File: config.mk
export PLATFORM = sky130hd
export DESIGN_NAME = ca_ctl_decoder
export DESIGN_NICKNAME = d
export VERILOG_FILES = /design/src/rtl/ca_pkg.sv /design/src/rtl/ca_unit_decode.sv /design/src/rtl/ca_status_events.sv /design/src/rtl/ca_attn_seq.sv /design/src/rtl/ca_ctl_decoder.sv
export SDC_FILE = /design/constraint.sdc
export NUM_CORES = 1
export LEC_CHECK = 0
export ABC_CLOCK_PERIOD_IN_PS = 1700
export BUFFER_PORTS_ARGS = -buffer_cell sky130_fd_sc_hd__buf_2
export CORE_ASPECT_RATIO = 0.75
export CORE_MARGIN = 1
export CORE_UTILIZATION = 45
export CTS_BUF_LIST = sky130_fd_sc_hd__clkbuf_2 sky130_fd_sc_hd__clkbuf_4 sky130_fd_sc_hd__clkbuf_8
export DETAILED_ROUTE_END_ITERATION = 8
export PLACE_DENSITY = 0.84
export SLEW_MARGIN = 5
export SYNTH_ARGS = -nofsm -noshare
export SYNTH_HDL_FRONTEND = slang
export SYNTH_HIERARCHICAL = 1
export SYNTH_SLANG_ARGS = --single-unit
File: constraint.sdc
create_clock -name clk -period 1.7 [get_ports clk]
set_clock_uncertainty 0.05 [all_clocks]
set_input_delay 0.085 -clock clk [delete_from_list [all_inputs] [get_ports clk]]
set_output_delay 0.085 -clock clk [all_outputs]
set_load 0.05 [all_outputs]
File: src/rtl/ca_pkg.sv
package ca_pkg;

    localparam int CMD_W = 16;
    localparam int EV_W  = 4;

    // event vector index (bit 3 maps to status bit 15)
    localparam int EV_CX  = 3;
    localparam int EV_FR  = 2;
    localparam int EV_CNA = 1;
    localparam int EV_RNR = 0;

    typedef enum logic [1:0] {
        CU_IDLE = 2'd0,
        CU_SUSP = 2'd1,
        CU_ACT  = 2'd2
    } cu_state_e;

    typedef enum logic [2:0] {
        RU_IDLE  = 3'd0,
        RU_SUSP  = 3'd1,
        RU_READY = 3'd4
    } ru_state_e;

    typedef enum logic [1:0] {
        SEQ_IDLE = 2'd0,
        SEQ_DEC  = 2'd1,
        SEQ_POST = 2'd2
    } seq_e;

    typedef struct packed {
        logic [EV_W-1:0] ack;
        logic            rsv_hi;
        logic [2:0]      cu_op;
        logic            srst;
        logic [2:0]      ru_op;
        logic [3:0]      rsv_lo;
    } cmd_fields_t;

    typedef struct packed {
        logic      cu_chg;
        cu_state_e cu_nxt;
        logic      ru_chg;
        ru_state_e ru_nxt;
        logic      set_cna;
        logic      set_rnr;
        logic      bad;
    } decode_t;

    function automatic cmd_fields_t split_cmd(input logic [CMD_W-1:0] w);
        return cmd_fields_t'(w);
    endfunction

    function automatic logic [CMD_W-1:0] compose_status(
        input logic [EV_W-1:0] ev,
        input cu_state_e       cu,
        input ru_state_e       ru
    );
        return {ev, 2'b00, cu, 1'b0, ru, 4'b0000};
    endfunction

endpackage

File: src/rtl/ca_unit_decode.sv
module ca_unit_decode
    import ca_pkg::*;
(
    input  cmd_fields_t f,
    output decode_t     d
);
    logic unused_rsv;
    assign unused_rsv = ^{f.rsv_hi, f.rsv_lo, f.srst, f.ack};

    logic cu_bad;
    logic ru_bad;

    always_comb begin
        d        = '0;
        d.cu_nxt = CU_IDLE;
        d.ru_nxt = RU_IDLE;
        cu_bad   = 1'b0;
        ru_bad   = 1'b0;

        case (f.cu_op)
            3'd0: ;
            3'd1: begin
                d.cu_chg = 1'b1;
                d.cu_nxt = CU_ACT;
            end
            3'd4: begin
                d.cu_chg  = 1'b1;
                d.cu_nxt  = CU_SUSP;
                d.set_cna = 1'b1;
            end
            default: cu_bad = 1'b1;
        endcase

        case (f.ru_op)
            3'd0: ;
            3'd1, 3'd2: begin
                d.ru_chg = 1'b1;
                d.ru_nxt = RU_IDLE;
            end
            3'd3, 3'd4: begin
                d.ru_chg  = 1'b1;
                d.ru_nxt  = RU_SUSP;
                d.set_rnr = 1'b1;
            end
            default: ru_bad = 1'b1;
        endcase

        d.bad = cu_bad | ru_bad;
    end

endmodule

File: src/rtl/ca_status_events.sv
module ca_status_events
    import ca_pkg::*;
(
    input  logic            clk,
    input  logic            rst,
    input  logic            ack_en,
    input  logic [EV_W-1:0] ack_mask,
    input  logic            set_cna,
    input  logic            set_rnr,
    input  logic            soft_clr,
    input  logic            cx_evt,
    input  logic            fr_evt,
    output logic [EV_W-1:0] ev
);
    logic [EV_W-1:0] ev_nxt;

    always_comb begin
        ev_nxt = ev;
        if (ack_en) begin
            ev_nxt = ev_nxt & ~ack_mask;
        end
        ev_nxt[EV_CNA] = ev_nxt[EV_CNA] | set_cna;
        ev_nxt[EV_RNR] = ev_nxt[EV_RNR] | set_rnr;
        if (soft_clr) begin
            ev_nxt = '0;
        end
        // external events win over acknowledge and soft clear
        ev_nxt[EV_CX] = ev_nxt[EV_CX] | cx_evt;
        ev_nxt[EV_FR] = ev_nxt[EV_FR] | fr_evt;
    end

    always_ff @(posedge clk) begin
        if (rst) begin
            ev <= '0;
        end else begin
            ev <= ev_nxt;
        end
    end

    // an event pulse is visible in the next cycle
    a_r3_cx_sticks: assert property (@(posedge clk) disable iff (rst)
        cx_evt |=> ev[EV_CX]);
    a_r3_fr_sticks: assert property (@(posedge clk) disable iff (rst)
        fr_evt |=> ev[EV_FR]);

endmodule

File: src/rtl/ca_attn_seq.sv
module ca_attn_seq
    import ca_pkg::*;
#(
    parameter int PEND_W = 2
)(
    input  logic clk,
    input  logic rst,
    input  logic flush,
    input  logic attn,
    output logic in_dec,
    output logic in_post
);
    localparam logic [PEND_W-1:0] PEND_MAX  = {PEND_W{1'b1}};
    localparam logic [PEND_W-1:0] PEND_ZERO = '0;
    localparam logic [PEND_W-1:0] PEND_ONE  = PEND_W'(1);

    seq_e              st;
    logic [PEND_W-1:0] pend;
    logic              start;

    assign start   = (st == SEQ_IDLE) && (attn || (pend != PEND_ZERO));
    assign in_dec  = (st == SEQ_DEC);
    assign in_post = (st == SEQ_POST);

    always_ff @(posedge clk) begin
        if (rst || flush) begin
            st   <= SEQ_IDLE;
            pend <= PEND_ZERO;
        end else begin
            case (st)
                SEQ_IDLE: if (start) st <= SEQ_DEC;
                SEQ_DEC:  st <= SEQ_POST;
                default:  st <= SEQ_IDLE;
            endcase

            if (st != SEQ_IDLE) begin
                if (attn && (pend != PEND_MAX)) begin
                    pend <= pend + PEND_ONE;
                end
            end else if (start && !attn && (pend != PEND_ZERO)) begin
                pend <= pend - PEND_ONE;
            end
        end
    end

    // a busy-time request is counted
    a_r11_busy_counts: assert property (@(posedge clk) disable iff (rst || flush)
        (attn && (st != SEQ_IDLE) && (pend != PEND_MAX)) |=> (pend == $past(pend) + PEND_ONE));

    // decode cycle is followed by write-back cycle
    a_r9_dec_to_post: assert property (@(posedge clk) disable iff (rst || flush)
        in_dec |=> in_post);

endmodule

File: src/rtl/ca_ctl_decoder.sv
module ca_ctl_decoder
    import ca_pkg::*;
#(
    parameter int PEND_W = 2
)(
    input  logic        clk,
    input  logic        rst,
    input  logic        attn,
    input  logic [15:0] scb_cmd,
    input  logic        sw_reset,
    input  logic        cx_event,
    input  logic        fr_event,
    input  logic        list_done,
    output logic [1:0]  cu_state,
    output logic [2:0]  ru_state,
    output logic [15:0] status_word,
    output logic        status_we,
    output logic        cmd_clear,
    output logic        fetch_ptr,
    output logic        loop_start,
    output logic        op_error
);
    logic        in_dec;
    logic        in_post;
    cmd_fields_t fld;
    decode_t     dec;
    logic [EV_W-1:0] ev;

    cu_state_e cu_q;
    ru_state_e ru_q;
    logic      ptr_null_q;
    logic      err_q;

    assign fld = split_cmd(scb_cmd);

    ca_attn_seq #(.PEND_W(PEND_W)) u_seq (
        .clk     (clk),
        .rst     (rst),
        .flush   (sw_reset),
        .attn    (attn),
        .in_dec  (in_dec),
        .in_post (in_post)
    );

    ca_unit_decode u_dec (
        .f (fld),
        .d (dec)
    );

    ca_status_events u_ev (
        .clk      (clk),
        .rst      (rst),
        .ack_en   (in_dec),
        .ack_mask (fld.ack),
        .set_cna  (in_dec & dec.set_cna),
        .set_rnr  (in_dec & dec.set_rnr),
        .soft_clr (sw_reset | (in_dec & fld.srst)),
        .cx_evt   (cx_event),
        .fr_evt   (fr_event),
        .ev       (ev)
    );

    always_ff @(posedge clk) begin
        if (rst || sw_reset) begin
            cu_q       <= CU_IDLE;
            ru_q       <= RU_SUSP;
            ptr_null_q <= 1'b1;
            err_q      <= 1'b0;
        end else begin
            if (in_dec) begin
                err_q <= dec.bad;
                if (fld.srst) begin
                    cu_q       <= CU_IDLE;
                    ru_q       <= RU_SUSP;
                    ptr_null_q <= 1'b1;
                end else begin
                    if (dec.cu_chg) cu_q <= dec.cu_nxt;
                    if (dec.ru_chg) ru_q <= dec.ru_nxt;
                end
            end
            if (fetch_ptr) begin
                ptr_null_q <= 1'b0;
            end
            if (list_done) begin
                ptr_null_q <= 1'b1;
            end
        end
    end

    assign cu_state    = cu_q;
    assign ru_state    = ru_q;
    assign status_word = compose_status(ev, cu_q, ru_q);
    assign cmd_clear   = in_dec;
    assign status_we   = in_post;
    assign loop_start  = in_post;
    assign op_error    = in_post & err_q;
    assign fetch_ptr   = in_post & (cu_q != CU_SUSP) & ptr_null_q;

    // write-back follows the clear request
    a_r9_clear_then_we: assert property (@(posedge clk) disable iff (rst || sw_reset)
        cmd_clear |=> status_we);

    // command unit left-active bit only rises out of a decode
    a_r5_cna_from_decode: assert property (@(posedge clk) disable iff (rst || sw_reset)
        $rose(status_word[13]) |-> $past(cmd_clear));

    // receive unit left-active bit only rises out of a decode
    a_r6_rnr_from_decode: assert property (@(posedge clk) disable iff (rst || sw_reset)
        $rose(status_word[12]) |-> $past(cmd_clear));

    // error flag lasts one cycle
    a_r7_err_single: assert property (@(posedge clk) disable iff (rst || sw_reset)
        op_error |=> !op_error);

    // legal state encodings only
    a_r2_cu_legal: assert property (@(posedge clk) disable iff (rst)
        cu_state != 2'd3);
    a_r2_ru_legal: assert property (@(posedge clk) disable iff (rst)
        (ru_state == 3'd0) || (ru_state == 3'd1) || (ru_state == 3'd4));

endmodule

==> summary.txt, run 1 <==
Floorplan
  • I/O pins: ~50
  • Core area: around 1800 sq um
  • Die width: 52.32 um
  • Std-Cell Rows: 13
  • Die Area: 2079 sq um
  • Starting Density: 0.4865
  • Die H: roughly 40 um

Power
  • Clk pwr share: 0.294
  • Logic pwr share: 0.209
  • Switch share: 0.2988
  • Total power: ~0.73 mW
  • Sequential cell fraction of total power: 0.498
  • Power Density: 699.9 nW/um^2
  • Peak VDD IR: ~540 uV
  • Psw: ~0.22 mW
  • Total leakage power: a little under 0.5 nW
  • Internal: about 0.5 mW

Hold path
  • Hold Path End: u_seq/st[0]
  • Min-delay src: sw_reset
  • Worst Hold Class: in2reg
  • Worst Hold Depth: 3

Status
  • Status: completed

Route
  • DRT Wirelength: 1.959 mm
  • DRT antenna net count: 0
  • Drt pass-1 iters: 4
  • Avg WL per Cell: 12.32 um
  • DRC Markers: 0
  • DRT iter0 DRCs: 24
  • Vias: 823
  • Vias per cell: 5.176

Final layout
  • Commonest non-fill, non-tap cell in the layout: buf_2
  • Final #Nets: approximately 160
  • Share of cells above drive strength 1: 0.3504
  • Highest-count cells in the layout ignoring fill and taps: buf_2 (36), dfxtp_1 (15), nor2_1 (12)
  • Post-route insts no fill: about 160
  • P&R area growth vs syn: 22.25%
  • # fillers: approximately 160
  • Antenna cell count: 0

Clocking
  • Clock Sinks: 15
  • H-tree depth: 1
  • Clk Latency, worst-skew pair: about 280 ps
  • Root buf cell: clkbuf_4
  • CTS tree: yes
  • Clock Pin Slew Worst Setup and Hold Paths: approximately 90 ps
  • TritonCTS buffer count: 3
  • Clock buffer depth: 2

Run
  • Max cap viols: 0

Logic synthesis
  • Synthesized area: ~850 sq um
  • Post-synthesis area per instance: 8.217 sq um
  • Post-Synthesis Cells: 104
  • Synth unique cells: 29
  • Seq/Total Area, Yosys: 0.3514
  • Yosys warning count: 6
  • Number of synthesized register bits: 15

Timing
  • Final Critical Period: 1627 ps
  • Final Slew Violations: 0
  • Max Fclk: roughly 0.6 GHz
  • Setup repair after global routing missed its margin: no
  • # setup viols final: 0
  • Final hold violation count: 0
  • Tcrit/Tclk final: 0.9572

Global routing
  • Pin count of the biggest net entering global routing: 11
  • Vias in the first global route: approximately 670
  • Remaining global-route overflow: 0
  • Initial antenna violation count: 0
  • GR Util All Layers: 0.1970
  • First-pass GRT wire length: between 2 and 3 mm

Critical path
  • R2R Path Start: u_seq/st[0]
  • CP Data Arrival Time: between 1000 and 1500 ps
  • Crit Path Max Fanout: 7
  • R2R Setup Slk: roughly 220 ps
  • Crit end category: output port
  • Worst reg2reg endpoint: u_ev/ev[3]
  • R2R depth: 5
  • Worst setup SP type: flop
  • Worst EP required: 1560 ps
  • Kind of critical path: reg2out
  • Worst setup path startpoint: u_seq/st[1]

Place
  • Hpwl dp: 1.376 mm
  • Port bufs: 36
  • Final Wtd Congestion: 0.7623
  • Placed cells: approximately 150
[per-layer routing]
| metal | wire [um] | part of all wire | GRT usage |
|---|---|---|---|
| met1 | 844 | 0.43 | 0.2243 |
| met4 | 9 | 0.0046 | 0.03947 |
| met2 | 969 | 0.49 | 0.3766 |
| met3 | 136 | 0.069 | 0.04651 |
| met5 | 0 | 0 | 0 |
[Yosys cell counts]
cell type / n / area share
a21o_1: 2 / 0.018
o22ai_1: 1 / 0.0073
and2_1: 4 / 0.029
nor3b_2: 1 / 0.015
buf_4: 18 / 0.16
or2_0: 1 / 0.0073
nor3b_1: 4 / 0.035
a22oi_1: 2 / 0.018
o21ai_1: 2 / 0.012
nor2b_1: 2 / 0.015
and3b_1: 2 / 0.021
nor2_1: 12 / 0.053
o21ai_0: 4 / 0.023
nand3b_1: 1 / 0.0088
nor3_1: 3 / 0.018
and2b_4: 1 / 0.012
a21oi_1: 7 / 0.041
buf_2: 1 / 0.0059
dfxtp_1: 15 / 0.35
mux2i_1: 1 / 0.012
nand2_1: 6 / 0.026
or2_4: 1 / 0.010
inv_1: 2 / 0.0088
xnor2_1: 2 / 0.021
a32oi_1: 2 / 0.021
o221ai_1: 1 / 0.010
nor4_2: 1 / 0.015
conb_1: 2 / 0.0088
a31oi_1: 3 / 0.022
[stage by stage]
| step | util | area [sq um] | hold WS, ps | setup slack, ps | TNS [ps] |
|---|---|---|---|---|---|
| finish | 0.5947 | 1045 | 68.67 | 72.69 | 0 |
| global route | 0.5947 | 1045 | 75.20 | 5.046 | 0 |
| CTS | 0.5947 | 1045 | 68.81 | 92.50 | 0 |
| detailed placement | 0.5548 | 974.7 | 247.0 | 236.2 | 0 |
| global placement | 0.5548 | 974.7 | 237.0 | 298.0 | 0 |
| floorplan | - | 899.6 | 107.4 | -97.95 | -97.95 |
[worst max-delay path, stage by stage (launching register included)]
cell and delay (ps):
dfxtp_1 520, nor2b_4 230, nand2_1 70, a21oi_2 120, buf_2 280
[registers in the layout, indices dropped and copies added (netlist names)]
register	flops
cu_state	2
err_q	1
ptr_null_q	1
ru_state	3
u_ev/ev	4
u_seq/pend	2
u_seq/st	2
[worst max path at each step]
| stage | end | slack (ps) |
|---|---|---|
| after floorplan | ptr_null_q | -100 |
| after global placement | u_ev/ev[3] | 300 |
| after detailed placement | u_ev/ev[3] | 240 |
| after CTS | fetch_ptr | 90 |
| after global routing | fetch_ptr | 5 |
| final | fetch_ptr | 70 |
[power by group through the flow]
| stage | Sequential, mW | Clock (mW) | Combinational, mW |
|---|---|---|---|
| final | 0.364 | 0.215 | 0.152 |
| after global placement | 0.371 | 0 | 0.140 |
| after global routing | 0.365 | 0.240 | 0.165 |
| after detailed placement | 0.372 | 0 | 0.144 |
| after floorplan | 0.384 | 0 | 0.109 |
| after CTS | 0.364 | 0.218 | 0.152 |
[what timing repair did]
item	4_1_cts	5_1_grt
hold buffers	4	0
endpoints found under the hold margin	5	0
setup buffers	0	0
gates resized for setup	0	0
[kinds of logic (layout without fill, tap and decap cells)]
logic type      count (synthesis)  count (layout)  synth area share
buf+inv                        21              47            0.1728
other cells                     2               9          0.008788
xor+xnor                        2               2           0.02050
compound gates                 24              24            0.1713
flops                          15              15            0.3514
mux                             1               1           0.01171
simple gates                   39              39            0.2635
[area by class of cell]
cell class / instances / area (sq um) / share of cell area
repair buffers: 41 / 227.7 / 0.2180
clock buffers: 4 / 30.03 / 0.02874
inverters: 2 / 7.507 / 0.007186
flip-flops and latches: 15 / 300.3 / 0.2874
multi-input cells: 75 / 451.7 / 0.4323
well taps: 22 / 27.53 / 0.02635
Note: power is estimated with default switching activity, not from simulation.
==> inputs of run 2 (changes only) <==
Settings changed: CORE_MARGIN 1 to 4.
==> run 2 against run 1 <==
Largest power group unchanged. Non-clock buffer count is 1 lower. Critical path depth shrank 2. Critical path type unchanged. Clock power barely moved. Global-route usage down 6.0 points.
==> summary.txt, run 2 (same netlist as run 1, synthesis figures left out) <==
Status
  • Status: completed (unchanged)

Final layout
  • Post-route insts no fill: 158 (was 159)
  • Antenna cell count: 0 (unchanged)
  • Commonest non-fill, non-tap cell in the layout: buf_2 (unchanged)
  • Final #Nets: 160 (was 161)
  • Fin area: 1039 sq um (was 1045 sq um)
  • Max reg flops: 4 (unchanged)
  • Post-layout util: 0.5857 (was 0.5947)
  • Largest reg by FF count: u_ev/ev (unchanged)
  • Highest-count cells in the layout ignoring fill and taps: buf_2 (36), dfxtp_1 (14), nor2_1 (12) (was buf_2 (36), dfxtp_1 (15), nor2_1 (12))
  • P&R area growth vs syn: 21.52% (was 22.25%)
  • Share of cells above drive strength 1: 0.3529 (was 0.3504)

Floorplan
  • Core area: 1773 sq um (was 1757 sq um)
  • Std-Cell Rows: 13 (unchanged)
  • I/O pins: 49 (unchanged)
  • Die width: 58.32 um (was 52.32 um)
  • Die Area: 2668 sq um (was 2079 sq um)
  • Die H: 45.74 um (was 39.74 um)
  • Starting Density: 0.4820 (was 0.4865)

Place
  • DP Area: 967.2 sq um (was 974.7 sq um)
  • Placed cells: 150 (was 151)
  • Final Wtd Congestion: 0.6963 (was 0.7623)
  • Port bufs: 36 (unchanged)
  • Hpwl dp: 1.424 mm (was 1.376 mm)
  • Place WS: 186.1 ps (was 236.2 ps)

Timing
  • # setup viols final: 0 (unchanged)
  • Setup repair after global routing missed its margin: no (unchanged)
  • Tcrit/Tclk final: 0.9455 (was 0.9572)
  • Hold slack: 65.08 ps (was 68.67 ps)
  • Final Critical Period: 1607 ps (was 1627 ps)
  • Final setup margin: 92.69 ps (was 72.69 ps)
  • Final Slew Violations: 0 (unchanged)
  • Max Fclk: 0.6222 GHz (was 0.6145 GHz)
  • Final hold violation count: 0 (unchanged)

Hold path
  • Worst Hold Class: in2reg (unchanged)
  • Min-delay src: sw_reset (unchanged)

Clocking
  • TritonCTS buffer count: 3 (unchanged)
  • Root buf cell: clkbuf_4 (unchanged)
  • CTS tree: yes (unchanged)
  • Clock Sinks: 15 (unchanged)
  • Post CTS Setup Buffer Count: 0 (unchanged)
  • Clock buffer depth: 2 (unchanged)
  • Clk Latency, worst-skew pair: 280 ps (about the same)
  • Clock Pin Slew Worst Setup and Hold Paths: 90 ps (about the same)
  • H-tree depth: 1 (unchanged)

Global routing
  • Vias in the first global route: 638 (was 668)
  • First-pass GRT wire length: 2.711 mm (was 2.870 mm)
  • Pin count of the biggest net entering global routing: 15 (was 11)
  • GR Util All Layers: 0.1368 (was 0.1970)
  • Remaining global-route overflow: 0 (unchanged)
  • Initial antenna violation count: 0 (unchanged)

Critical path
  • Worst path slowest cell: dfxtp_1 (unchanged)
  • Crit Path Max Fanout: 14 (was 7)
  • R2R Path Start: u_seq/st[0] (unchanged)
  • Worst path cell trace: nor2b_4 -> buf_2 (was nor2b_4 -> nand2_1 -> a21oi_2 -> buf_2)
  • CP max stage delay: 480 ps (was 520 ps)
  • CP Data Arrival Time: 1470 ps (was 1490 ps)
  • Worst setup SP type: flop (unchanged)
  • Worst setup path startpoint: u_seq/st[0] (was u_seq/st[1])
  • Worst EP required: 1560 ps (about the same)
  • Crit end category: output port (unchanged)
  • Kind of critical path: reg2out (unchanged)

Route
  • Drt pass-1 iters: 4 (unchanged)
  • DRC Markers: 0 (unchanged)
  • DRT Wirelength: 1.787 mm (was 1.959 mm)
  • Vias: 764 (was 823)
  • Vias per cell: 4.835 (was 5.176)
  • Avg WL per Cell: 11.31 um (was 12.32 um)
  • DRT antenna net count: 0 (unchanged)
  • DRT iter0 DRCs: 10 (was 24)

Power
  • Power Density: 698.9 nW/um^2 (was 699.9 nW/um^2)
  • Total leakage power: 0.4792 nW (was 0.4840 nW)
  • Peak VDD IR: 492.1 uV (was 537.1 uV)

Run
  • Max cap viols: 0 (unchanged)
## run 2: cell type report
type	instances	area (sq um)
Clock buffer	4	30.03
Inverter	2	7.507
Sequential cell	15	301.5
Tap cell	22	27.53
Timing Repair Buffer	40	220.2
Multi-Input combinational cell	75	451.7
Fill cell	175	734.5
## run 2: where the power goes
part | internal (mW) | switching [mW] | total [mW]
Combinational | 0.0474 | 0.101 | 0.149
Sequential | 0.357 | 0.00609 | 0.363
Clock | 0.107 | 0.107 | 0.214
## run 2: critical path: cells and delay by family (launching register included)
kind / cells / cell delay (ps)
and+or+nand+nor: 1 / 380
DFF: 1 / 480
buffers and inverters: 1 / 330
## run 2: path summary, 6_finish.rpt
kind                            slack [ps]  cells past startpoint     endpoint
worst min register to register         460                      2        err_q
worst max register to register         200                      5   u_ev/ev[3]
worst min-delay path                    70                      3  u_seq/st[1]
worst max-delay path                    90                      2    cmd_clear
## run 2: through the flow
stage	setup TNS (ps)	power (mW)
after floorplan	-97.95	0.4929
after detailed placement	0	0.5128
after global placement	0	0.5092
after global routing	0	0.7602
after CTS	0	0.7362
final	0	0.7258
## run 2: what timing repair did
action	4_1_cts	5_1_grt
setup endpoints to repair	0	1
resized for setup	0	1
hold buffers	4	0
endpoints found under the hold margin	5	0
## run 2: per-layer routing
metal	vias to the layer above	global-route usage	part of all wire
met5	-	0	0
met4	0	0.04167	0.0056
met3	3	0.06232	0.095
met2	30	0.2183	0.47
met1	335	0.1658	0.42
li1	396	-	-
